### src/rtl/fault_supervisor.sv
module fault_supervisor #(
  parameter int LVL_W  = 4,
  parameter int SYNC_N = 2
) (
  input  logic             clk,
  input  logic             rst_n,
  input  logic             door_open,
  input  logic             ext_unsafe,
  input  logic             string_lost,
  input  logic             fault_c1,
  input  logic             fault_c2,
  input  logic             off_cmd,
  input  logic             reg_good,
  input  logic             cmd_strobe,
  input  logic [LVL_W:0]   cmd_word,
  output logic             intlk_fault,
  output logic             fault_off,
  output logic             contactor_inhibit,
  output logic             oneshot_clear,
  output logic             decode_en,
  output logic [LVL_W-1:0] power_level,
  output logic             level_change
);
  localparam int NIN = 7;
  localparam logic [NIN-1:0] RST_VAL = '0;

  logic [NIN-1:0] raw;
  logic [NIN-1:0] sync [SYNC_N];
  logic [NIN-1:0] s;

  assign raw = {reg_good, off_cmd, fault_c2, fault_c1, string_lost, ext_unsafe, door_open};

  genvar g;
  generate
    for (g = 0; g < SYNC_N; g++) begin : g_sync
      always_ff @(posedge clk or negedge rst_n)
        if (!rst_n) sync[g] <= RST_VAL;
        else        sync[g] <= (g == 0) ? raw : sync[(g == 0) ? 0 : g-1];
    end
  endgenerate

  assign s = sync[SYNC_N-1];

  logic supply_fault, inhibit_faults;
  assign supply_fault      = ~s[6];
  assign intlk_fault       = s[0] | s[1] | s[2];
  assign fault_off         = intlk_fault | s[3];
  assign inhibit_faults    = s[3] | s[4] | s[5];
  assign contactor_inhibit = inhibit_faults | supply_fault;
  assign oneshot_clear     = supply_fault | inhibit_faults;
  assign decode_en         = ~supply_fault;

  logic             load_cmd;
  logic [LVL_W-1:0] new_lvl;
  assign load_cmd = cmd_strobe & decode_en & cmd_word[LVL_W];
  assign new_lvl  = cmd_word[LVL_W-1:0];

  always_ff @(posedge clk or negedge rst_n)
    if (!rst_n) begin
      power_level  <= '0;
      level_change <= 1'b0;
    end else if (supply_fault) begin
      power_level  <= '0;
      level_change <= 1'b0;
    end else if (load_cmd && new_lvl != power_level) begin
      power_level  <= new_lvl;
      level_change <= 1'b1;
    end else begin
      level_change <= 1'b0;
    end

  p_supply_zero_r8: assert property (@(posedge clk) disable iff (!rst_n)
    !decode_en |=> (power_level == '0 && !level_change));
  p_change_differs_r7: assert property (@(posedge clk) disable iff (!rst_n)
    level_change |-> power_level != $past(power_level));
  p_hold_no_cmd_r9: assert property (@(posedge clk) disable iff (!rst_n)
    (decode_en && !(cmd_strobe && cmd_word[LVL_W])) |=> $stable(power_level));
  p_inhibit_on_supply_r4: assert property (@(posedge clk) disable iff (!rst_n)
    !decode_en |-> (contactor_inhibit && oneshot_clear));
  p_off_implies_inhibit_r3: assert property (@(posedge clk) disable iff (!rst_n)
    (fault_off && !intlk_fault) |-> contactor_inhibit);
endmodule

### config.mk
export PLATFORM = sky130hd
export DESIGN_NAME = fault_supervisor
export DESIGN_NICKNAME = d
export VERILOG_FILES = /design/src/rtl/fault_supervisor.sv
export SDC_FILE = /design/constraint.sdc
export NUM_CORES = 1
export LEC_CHECK = 0
export ABC_CLOCK_PERIOD_IN_PS = 2000
export BUFFER_PORTS_ARGS = -buffer_cell sky130_fd_sc_hd__buf_2
export CORE_MARGIN = 3
export CORE_UTILIZATION = 48
export DETAILED_ROUTE_END_ITERATION = 7
export PLACE_DENSITY = 0.79
export SYNTH_ARGS = -nofsm -noshare
export SYNTH_HDL_FRONTEND = slang
export SYNTH_SLANG_ARGS = --single-unit
### constraint.sdc
create_clock -name clk -period 2 [get_ports clk]
set_input_delay 0.2 -clock clk [delete_from_list [all_inputs] [get_ports clk]]
set_output_delay 0.2 -clock clk [all_outputs]
set_load 0.01 [all_outputs]
* Yosys cells after proc, flatten, opt, wreduce, memory -nomap -nowiden *
Cells that the tools add are included.

storage, ports and cells
  register bits = 19
  latch bits = 0
  RAM bits = 0
  memory bits (read-only) = 0
  logic and storage cells = 20
  memories kept = 0

cells by class
  add/sub/neg operators = 0
  $mul = 0
  divide/modulo/power cells = 0
  order comparisons = 0
  eq/ne operators = 2
  shift-type cells = 0
  multiplexer cells = 4
  bitwise gates (word level) = 9
  reductions and logical operators = 1

operators with widths
  kind                                                             count
  4-bit two-way mux                                                2
  1-bit OR                                                         6
  4-bit != test                                                    1
  1-bit AND                                                        2
  1-bit two-way mux                                                2
  2-bit by 1-bit != test with 1-bit output, second input constant  1
  1-bit logical AND                                                1
  1-bit inverter                                                   1

* Depth between registers and ports, before layout *
Gate-level depths: netlist of the first run.

  depth after elaboration = 5
  depth in mapped cells = 4

* Least setup slack after synthesis of the first run *
No wires, ideal clock.

  path type = reg-to-output
  from = reg sync (netlist bit s[6])
  to = out oneshot_clear
  arrival = 1278 ps
  slack = 522 ps
  cell stages (with the launch flop) = 3
  buffers on the path = 1
  path through = dfrtp_1 -> or4b_2 -> buf_4

between the ends
  longest elaborated chain between the ends = 2

RTL lines
  element                            RTL line  text
  from (decl)                        28        logic [NIN-1:0] sync [SYNC_N];
  from (signal, indexed assignment)  38        else sync[g] <= (g == 0) ? raw : sync[(g == 0) ? 0 : g-1];
  1-bit inverter                     45        assign supply_fault = ~s[6];
  1-bit OR                           --
  to (decl)                          19        output logic oneshot_clear,

No other way between the ends.

* Final worst setup path of the first run *
  from = reg sync (netlist bit s[6])
  to = out contactor_inhibit

between the ends
  longest elaborated chain between the ends = 2

RTL lines
  element         RTL line  text
  1-bit inverter  45
  1-bit OR        49        assign contactor_inhibit = inhibit_faults | supply_fault;
  to (decl)       18        output logic contactor_inhibit,

No other way between the ends.

==> impl_metrics.csv, run 1 <==
group,metric,value,unit
cts,clk_latency,0.27,ns
layout,n_antenna_cell,0,
outcome,status,"finished, final reports clean",
detailed_routing,drtAntennaViolNets,0,
sta,rsz0062_at_grt,"false",
pwr,p_total,0.6530,mW
sta,fin_skew,0.0006297,ns
critical_path,critical_path_class,"register to output pin",
place,dp_hpwl,764.3,um
cts,cts_made_buffers,3,
logic_synthesis,syn-num-nets,57,
layout,utilization,70.94,%
layout,nets,89,
die,die_height,42.36,um
global_route,groute.usage.overall,12.48,%
global_route,grt_max_degree,20,
critical_path,worstPathArrival,1.54,ns
cts,clk_pin_slew,0.10,ns
critical_path,r2r-start,"power_level[1]",
min_path,hp-start,"fault_c1",
sta,fin_crit_sh,86.82,%
min_path,hp-class,"input pin to register",
sta,hold_viol,0,
critical_path,r2r_end,"power_level[1]",
logic_synthesis,synth_seq_area_share,74.95,%
pwr,vdd_ir_drop_max,0.0005090,V
detailed_routing,vias_per_cell,4.506,
detailed_routing,routedWlPerCell,11.69,um
detailed_routing,drt_first_pass_iters,3,
critical_path,max_stage_delay,0.62,ns
die,io_pins,25,
logic_synthesis,ys_warn_count,0,
critical_path,crit_chain,"or4b_2 -> buf_2",
logic_synthesis,syn_area,634.4,um2
die,fp.dieArea,0.001794,mm2
critical_path,end_kind,"output pin",
global_route,grt_pass1_vias,383,
layout,drive_gt1_share,42.47,%
global_route,overflow,0,
detailed_routing,drt_wl_total,1017,um
detailed_routing,vias,392,
logic_synthesis,ys_types,12,
detailed_routing,drc,0,
cts,cts_tree,"built",
logic_synthesis,syn-instance-count,42,
cts,clock-sinks,19,
critical_path,slowest_stage,"or4b_2",
place,gp_congestion,0.7595,
pwr,p_leak,0.4279,nW
logic_synthesis,yosys_register_bits,19,
detailed_routing,drt_iter0_markers,7,
pwr,powerDensity,786.0,mW/mm2
min_path,worstHoldPathCells,1,
die,core-area,0.001171,mm2
critical_path,crit_path_start_kind,"register",
global_route,grt_pass1_wl,1614,um
cts,cts_root_buffer,"clkbuf_4",
logic_synthesis,syn_avg_cell_area,15.10,um2
critical_path,path_delay_family,"simple AND/OR/NAND/NOR gates",
layout,area_growth,30.97,%
cts,clk_path_buf_depth,2,
sta,worst_slew_pin_slew,0.3941,ns
die,initial_core_util,54.17,%
sta,layout_min_cycle_time,1.736,ns
cts,htreeDepth,1,
cts,postCtsSetupRepairBufs,0,
die,die_w,42.36,um
sta,timing.setup.tns,0,ns
sta,fmax,575.9,MHz
min_path,holdPathEnd,"sync[10]",
place,io_buffers,24,
job,maxCapViolations,0,
critical_path,r2r_setup_slack,0.71,ns
critical_path,crit_fanout,7,
critical_path,cp.required,1.80,ns
sta,drv_slew,0,
sta,slew-limit-headroom,73.72,%
critical_path,path_buf_inv,1,
global_route,antenna_found_initial,0,
critical_path,rr_worst_depth,4,
die,num_rows,12,
sta,finalSetupViolations,0,
## report_power, final
group / total (mW) / switching (mW) / internal, mW
clock: 0.180 / 0.102 / 0.0773
combinational: 0.0610 / 0.0304 / 0.0305
sequential: 0.413 / 0.00922 / 0.403
## worst max path at each step
stage / from / endpoint / slack, ns / depth (start not counted)
global placement: s[6] / contactor_inhibit / 0.62 / 2
global route: s[6] / contactor_inhibit / 0.18 / 2
CTS: s[6] / contactor_inhibit / 0.25 / 2
floorplan: s[6] / oneshot_clear / 0.52 / 2
finish: s[6] / contactor_inhibit / 0.26 / 2
detailed placement: s[6] / contactor_inhibit / 0.58 / 2
## worst register-to-register path: stages, from the launching register on
cell	delay, ns
dfrtp_1	0.42
xor2_1	0.20
nor4_2	0.08
nor2_2	0.28
mux2i_1	0.24
## final cells by class
class,instances,area (um2)
sequential,19,475.5
tap,14,17.52
clock buffer,4,26.28
multi-input combinational,18,136.4
timing repair buffer,28,160.2
inverter,4,15.01
fill,82,340.3
## synthesized netlist by cell type, drive strengths merged
cell type / n / area (um2)
or3: 1 / 6.260
inv: 4 / 15.01
dfrtp: 19 / 475.5
xor2: 4 / 35.03
nor4: 1 / 12.51
or2: 1 / 6.260
buf: 1 / 7.510
mux2i: 4 / 40.04
nand2: 4 / 15.01
nor2: 1 / 6.260
nand3: 1 / 5.000
or4b: 1 / 10.01
## flip-flops by register name, summed over array words and instances, names as in the netlist
name          count
power_level       4
sync              7
level_change      1
s                 7
## metal layers
layer	wire length, um	GRT usage [%]	up-vias
li1	-	-	194
met1	403	13.88	184
met2	557	20.67	14
met3	57	3.863	0
met4	0	7.453	0
met5	0	0	-
## kinds of logic (layout without fill, tap and decap cells)
family                 count (synthesis)  count (layout)  synth area share [%]
buffers and inverters                  5              36                 3.550
flip-flops                            19              19                 74.95
AND/OR/NAND/NOR                       10              10                 9.665
XOR/XNOR                               4               4                 5.522
multiplexers                           4               4                 6.312
## per-stage QoR
stage | instance area (um2) | hold WS [ns] | std cells | setup WS [ns]
global route | 830.8 | -0.002832 | 87 | 0.1818
detailed placement | 764.5 | 0.1461 | 79 | 0.5850
finish | 830.8 | 0.02288 | 87 | 0.2637
CTS | 800.8 | 0.002553 | 84 | 0.2534
global placement | 764.5 | 0.1383 | 79 | 0.6175
floorplan | 634.4 | -0.09559 | 42 | 0.5220
## timing repair
action | CTS | global route
gates resized for setup | 0 | 0
hold buffers | 1 | 3
endpoints found under the hold margin | 19 | 3
## cell usage in the layout (no fill, tap or decap), drive strengths merged
master | synthesis | layout
or3 | 1 | 1
nand3 | 1 | 1
buf | 1 | 24
dlygate4sd3 | 0 | 4
nand2 | 4 | 4
inv | 4 | 4
or2 | 1 | 1
nor2 | 1 | 1
or4b | 1 | 1
nor4 | 1 | 1
clkbuf | 0 | 4
xor2 | 4 | 4
mux2i | 4 | 4
dfrtp | 19 | 19
Power figures use the tool's default switching activity.
==> run 2: changes to the inputs <==
- ABC_AREA: default -> 1
- ABC_CLOCK_PERIOD_IN_PS: 2000 -> 1540
- CORE_UTILIZATION: 48 -> 41
- PLACE_DENSITY: 0.79 -> 0.71
- clock period: 2 -> 1.54 ns (I/O delays scaled with it)
==> run 2 against run 1 <==
Net effect:
- flip-flop and latch count stayed put
- design area increased by 12%
- sequential power grew 30%
- largest power group unchanged
==> impl_metrics.csv, run 2 <==
group,metric,value,unit
cts,clk_latency,0.29,ns
critical_path,r2r_end,"power_level[0]",
global_route,busiest_layer,"met2",
detailed_routing,drt_iter0_markers,8,
cts,htreeDepth,1,
detailed_routing,routedWlPerCell,11.11,um
layout,design_area,930.9,um2
cts,clock-sinks,19,
sta,finalSetupViolations,0,
logic_synthesis,yosys_register_bits,19,
critical_path,crit_path_start_kind,"register",
logic_synthesis,synth_most_common_cell,"dfrtp_1",
critical_path,crit_fanout,2,
sta,slew-limit-headroom,73.80,%
layout,final_common_cell,"buf_2",
place,gp_congestion,0.6424,
critical_path,crit_chain,"or3_4 -> or2_1 -> buf_2",
cts,cts_made_buffers,3,
critical_path,r2r-start,"power_level[0]",
sta,rsz0062_at_grt,"true",
pwr,vdd_ir_drop_max,0.0005888,V
sta,layout_min_cycle_time,1.532,ns
logic_synthesis,syn-num-nets,77,
critical_path,worstPathArrival,1.38,ns
critical_path,critical_path_class,"register to output pin",
logic_synthesis,syn_avg_cell_area,10.90,um2
die,initial_core_util,44.33,%
critical_path,end_kind,"output pin",
global_route,grt_pass1_vias,484,
critical_path,max_stage_delay,0.38,ns
critical_path,cp-startpoint,"s[0]",
cts,cts_root_buffer,"clkbuf_4",
sta,worst_slew_pin_slew,0.3930,ns
logic_synthesis,syn_area,675.6,um2
logic_synthesis,synth-edff-count,0,
detailed_routing,vias_per_cell,4.544,
min_path,hp-class,"input pin to register",
detailed_routing,vias,518,
global_route,groute.layer.met2.usage,21.15,%
global_route,groute.usage.overall,13.73,%
global_route,overflow,0,
detailed_routing,drt_first_pass_iters,4,
cts,cts_tree,"built",
global_route,grt_max_degree,20,
cts,clk_path_buf_depth,2,
pwr,p_leak,0.4990,nW
logic_synthesis,ys.flop_type,"dfrtp_1",
die,core-area,0.001524,mm2
logic_synthesis,syn-instance-count,62,
logic_synthesis,synth_seq_area_share,70.37,%
die,die_w,46.60,um
critical_path,rr_worst_depth,8,
logic_synthesis,ys_types,12,
pwr,p_total,0.8873,mW
die,num_rows,14,
logic_synthesis,postSynth.asyncResetShare,100.0,%
detailed_routing,drt_wl_total,1267,um
global_route,antenna_found_initial,0,
layout,area_growth,37.78,%
critical_path,endpoint,"fault_off",
critical_path,cp.required,1.39,ns
sta,hold_viol,0,
sta,fin_skew,0.001215,ns
die,io_pins,25,
place,placed_area,808.3,um2
detailed_routing,drc,0,
logic_synthesis,yosysTopAreaCellShare,70.37,%
critical_path,slowest_stage,"dfrtp_1",
logic_synthesis,yosysTopAreaCell,"dfrtp_1",
place,io_buffers,24,
layout,nets,114,
job,maxCapViolations,0,
critical_path,r2r_setup_slack,0.40,ns
sta,fmax,652.6,MHz
outcome,status,"finished, final reports clean",
sta,fin_crit_sh,99.50,%
layout,final_cell_mix,"24 x buf_2, 19 x dfrtp_1, 17 x nand2_1",
pwr,powerDensity,953.2,mW/mm2
place,dp_hpwl,826.3,um
die,fp.dieArea,0.002171,mm2
layout,utilization,61.08,%
global_route,grt_pass1_wl,1994,um
layout,n_antenna_cell,0,
cts,clk_pin_slew,0.11,ns
die,die_height,46.60,um
global_route,grtUsageMet3,2.344,%
logic_synthesis,synth_top_cells_by_count,"19 x dfrtp_1, 17 x nand2_1, 9 x inv_1",
global_route,grt_use_met1,16.75,%
detailed_routing,drtAntennaViolNets,0,
layout,drive_gt1_share,35.71,%
logic_synthesis,synthTopCellsByArea,"dfrtp_1 70%, nand2_1 9.4%, nand3_1 5.9%",
sta,drv_slew,0,
logic_synthesis,ys_warn_count,0,
==> run 2: changes by cell type after synthesis, sizes merged <==
cell,change
mux2i,-4
nand2,+15
nor4,-1
nand3,+7
xor2,-4
nor2,+1
and3,+1
nor3,+1
inv,+5
or4b,-1
==> run 2: cells by family after synthesis <==
family | Yosys count | synth area share, %
and+or+nand+nor | 33 | 23.52
DFF | 19 | 70.37
buffers and inverters | 10 | 6.111
==> run 2: where the power goes <==
group	leakage, nW	internal [mW]	switching [mW]
Combinational	0.254	0.0492	0.0496
Sequential	0.231	0.524	0.0132
Clock	0.0139	0.0988	0.153
==> run 2: how the worst min path moves through the flow <==
stage	to	cells after the start	startpoint	slack [ns]
5_1_grt	power_level[3]	3	cmd_word[3]	0.13
3_5_place_dp	sync[7]	1	rst_n	0.10
3_3_place_gp	sync[7]	1	rst_n	0.09
6_report	power_level[3]	3	cmd_word[3]	0.12
2_1_floorplan	level_change	0	rst_n	-0.14
4_1_cts	power_level[3]	3	cmd_word[3]	0.11
==> run 2: final cells by class <==
cell class	instances	area [um2]
clock buffers	3	22.52
clock inverters	1	7.507
fillers	125	593.1
inverters	9	33.78
multi-input cells	33	163.9
flip-flops and latches	19	475.5
well taps	16	20.02
repair buffers	33	207.7
==> run 2: stage by stage <==
stage,cells,TNS [ns],hold slack (ns),setup slack (ns)
after floorplan,62,0,-0.1416,0.3699
after global placement,101,0,0.09445,0.3555
after detailed placement,101,0,0.1038,0.3276
after CTS,113,0,0.1100,0.0003895
after global routing,114,-0.06165,0.1330,-0.06165
final,114,0,0.1200,0.007626
==> run 2: repair_timing <==
item                                    CTS  global route
endpoints found under the setup margin    1             1
pin swaps                                 1             1
hold endpoints to repair                 26             0
buffers inserted                          0             1
resized for setup                         0             1
hold buffers                              8             0
==> run 2: layer usage <==
| layer | part of all wire [%] | wire [um] |
|---|---|---|
| met3 | 4.7 | 60 |
| met2 | 53 | 668 |
| met1 | 40 | 508 |
| met5 | 0 | 0 |
| met4 | 2.4 | 30 |
==> run 2: critical path: cells and delay by family, from the launching register on <==
kind	cells	cell delay, ns
buffers and inverters	1	0.13
DFF	1	0.38
and+or+nand+nor	2	0.57
==> run 3: changes to the inputs <==
- ABC_CLOCK_PERIOD_IN_PS: 1540 -> 1900
- CORE_UTILIZATION: 41 -> 49
- PLACE_DENSITY: 0.71 -> 0.79
- clock period: 1.54 -> 1.9 ns (I/O delays scaled with it)
==> run 3 against run 2 <==
Net effect:
- utilization grew 15 points
- flip-flop and latch count unchanged
- cell count is 2.6% lower
- clock power is 24% lower
- wire length is 6.9% higher
- power down 20%
- non-clock buffer count is 1 lower
- register-to-register slack improved by 0.36 ns
- combinational power down 20%
- clock skew grew 0.0069 ns
- die area is 14% lower
- global-route usage grew 3.1 points
- critical endpoint unchanged
- largest cell class unchanged
==> impl_metrics.csv, run 3 (synthesized netlist as in run 2, its figures left out) <==
group,metric,value,unit
outcome,status,"finished, final reports clean",
layout,drive_gt1_share,34.02,%
pwr,combPwrFrac,11.2,%
layout,n_fill_cell,91,
sta,rsz0062_at_grt,"false",
global_route,grt_pass1_vias,530,
place,placed_area,805.8,um2
critical_path,worstPathArrival,1.36,ns
critical_path,slowest_stage,"dfrtp_1",
pwr,powerDensity,774.1,mW/mm2
global_route,overflow,0,
global_route,grt_pass1_wl,2263,um
die,die_height,43.14,um
detailed_routing,drt_wl_total,1354,um
sta,fin_skew,0.008109,ns
place,dp_hpwl,870.1,um
cts,htreeDepth,1,
pwr,p_leak,0.4971,nW
layout,n_antenna_cell,0,
cts,clk_path_buf_depth,2,
global_route,antenna_found_initial,0,
cts,cts_tree,"built",
pwr,switchingPower,0.1663,mW
sta,worst_slew_pin_slew,0.3963,ns
die,io_pins,25,
layout,final_cell_mix,"24 x buf_2, 19 x dfrtp_1, 17 x nand2_1",
pwr,switching_share,23.52,%
sta,drv_slew,0,
cts,cts_made_buffers,3,
detailed_routing,drt_first_pass_iters,4,
sta,fin_crit_sh,81.66,%
sta,layout_min_cycle_time,1.552,ns
critical_path,cp.required,1.71,ns
critical_path,path_buf_inv,1,
pwr,p_int,0.5407,mW
critical_path,crit_path_start_kind,"register",
detailed_routing,drtAntennaViolNets,0,
pwr,clockPowerShare,27.2,%
layout,area_growth,35.19,%
critical_path,max_stage_delay,0.37,ns
critical_path,end_kind,"output pin",
detailed_routing,vias_per_cell,4.667,
cts,clk_pin_slew,0.11,ns
layout,nets,113,
sta,timing.setup.tns,0,ns
pwr,seqPwrFrac,61.6,%
sta,fmax,644.5,MHz
critical_path,critical_path_class,"register to output pin",
detailed_routing,routedWlPerCell,12.20,um
min_path,hp-class,"input pin to register",
cts,cts_root_buffer,"clkbuf_4",
die,initial_core_util,56.25,%
die,fp.dieArea,0.001861,mm2
cts,clock-sinks,19,
die,core-area,0.001201,mm2
detailed_routing,drc,0,
layout,layout.cells.non_filler,111,
critical_path,path_delay_family,"simple AND/OR/NAND/NOR gates",
sta,finalSetupViolations,0,
sta,hold_viol,0,
critical_path,crit_fanout,2,
detailed_routing,vias,518,
place,io_buffers,24,
detailed_routing,drt_iter0_markers,7,
die,num_rows,12,
critical_path,crit_chain,"or3_1 -> or2_1 -> buf_2",
place,gp_congestion,0.8125,
pwr,vdd_ir_drop_max,0.0006438,V
cts,clk_latency,0.29,ns
sta,hold_ws,0.1659,ns
layout,final_common_cell,"buf_2",
global_route,groute.usage.overall,16.80,%
place,dp.cells,99,
global_route,grt_max_degree,20,
die,die_w,43.14,um
layout,design_area,913.4,um2
sta,slew-limit-headroom,73.58,%
job,maxCapViolations,0,
-- run 3: cell types whose count changed in the layout (fill, tap and decap cells not counted), sizes merged --
cell and delta:
buf -1, clkinv +1, clkinvlp -1
-- run 3: worst register-to-register path, stage by stage (launching register included) --
cell and delay [ns]:
dfrtp_1 0.42, inv_1 0.06, nand2_1 0.06, nand2_1 0.06, nor2_2 0.12, nand2_2 0.11, nand2_4 0.10, nand3_1 0.09
nand2_1 0.07
-- run 3: area by class of cell --
cell class                 count  area (um2)  area share (%)
clock inverter                 1       5.005          0.5479
multi-input combinational     33       158.9           17.40
clock buffer                   3       22.52           2.466
tap                           14       17.52           1.918
sequential                    19       475.5           52.05
inverter                       9       33.78           3.699
timing repair buffer          32       200.2           21.92
-- run 3: worst paths after layout --
path | from | to | slack [ns] | cells after the start
worst min register to register | sync[10] | s[3] | 0.36 | 0
min in group asynchronous | rst_n | power_level[0] | 0.34 | 2
max in group asynchronous | rst_n | s[4] | 1.27 | 2
worst min-delay path | cmd_word[3] | power_level[3] | 0.17 | 3
worst max-delay path | s[1] | fault_off | 0.35 | 3
worst max register to register | power_level[2] | power_level[2] | 0.76 | 8
-- run 3: through the flow --
stage | util [%] | power [mW] | setup slack, ns
global route | 76.04 | 0.7460 | 0.2555
global placement | 67.08 | 0.5048 | 0.6796
CTS | 74.38 | 0.7131 | 0.3243
detailed placement | 67.08 | 0.5086 | 0.6507
floorplan | - | 0.4713 | 0.6939
finish | 76.04 | 0.7071 | 0.3484
-- run 3: routing by layer --
metal / share of wire (%) / vias to the layer above / global-route usage (%)
met4: 0.44 / 0 / 5.422
met5: 0 / - / 0
met3: 4.9 / 2 / 4.237
li1: - / 259 / -
met2: 58 / 15 / 31.86
met1: 36 / 242 / 17.49
-- run 3: power groups by stage --
stage	sequential, mW	combinational [mW]	clock (mW)
floorplan	0.444	0.0275	0
global placement	0.442	0.0629	0
detailed placement	0.443	0.0660	0
CTS	0.435	0.0762	0.202
global route	0.438	0.0895	0.218
finish	0.435	0.0793	0.192
-- run 3: repair_timing --
item,in CTS,in global routing
setup buffers,0,0
hold buffers,6,2
endpoints found under the hold margin,24,2
setup endpoints to repair,0,0
gates resized for setup,0,0
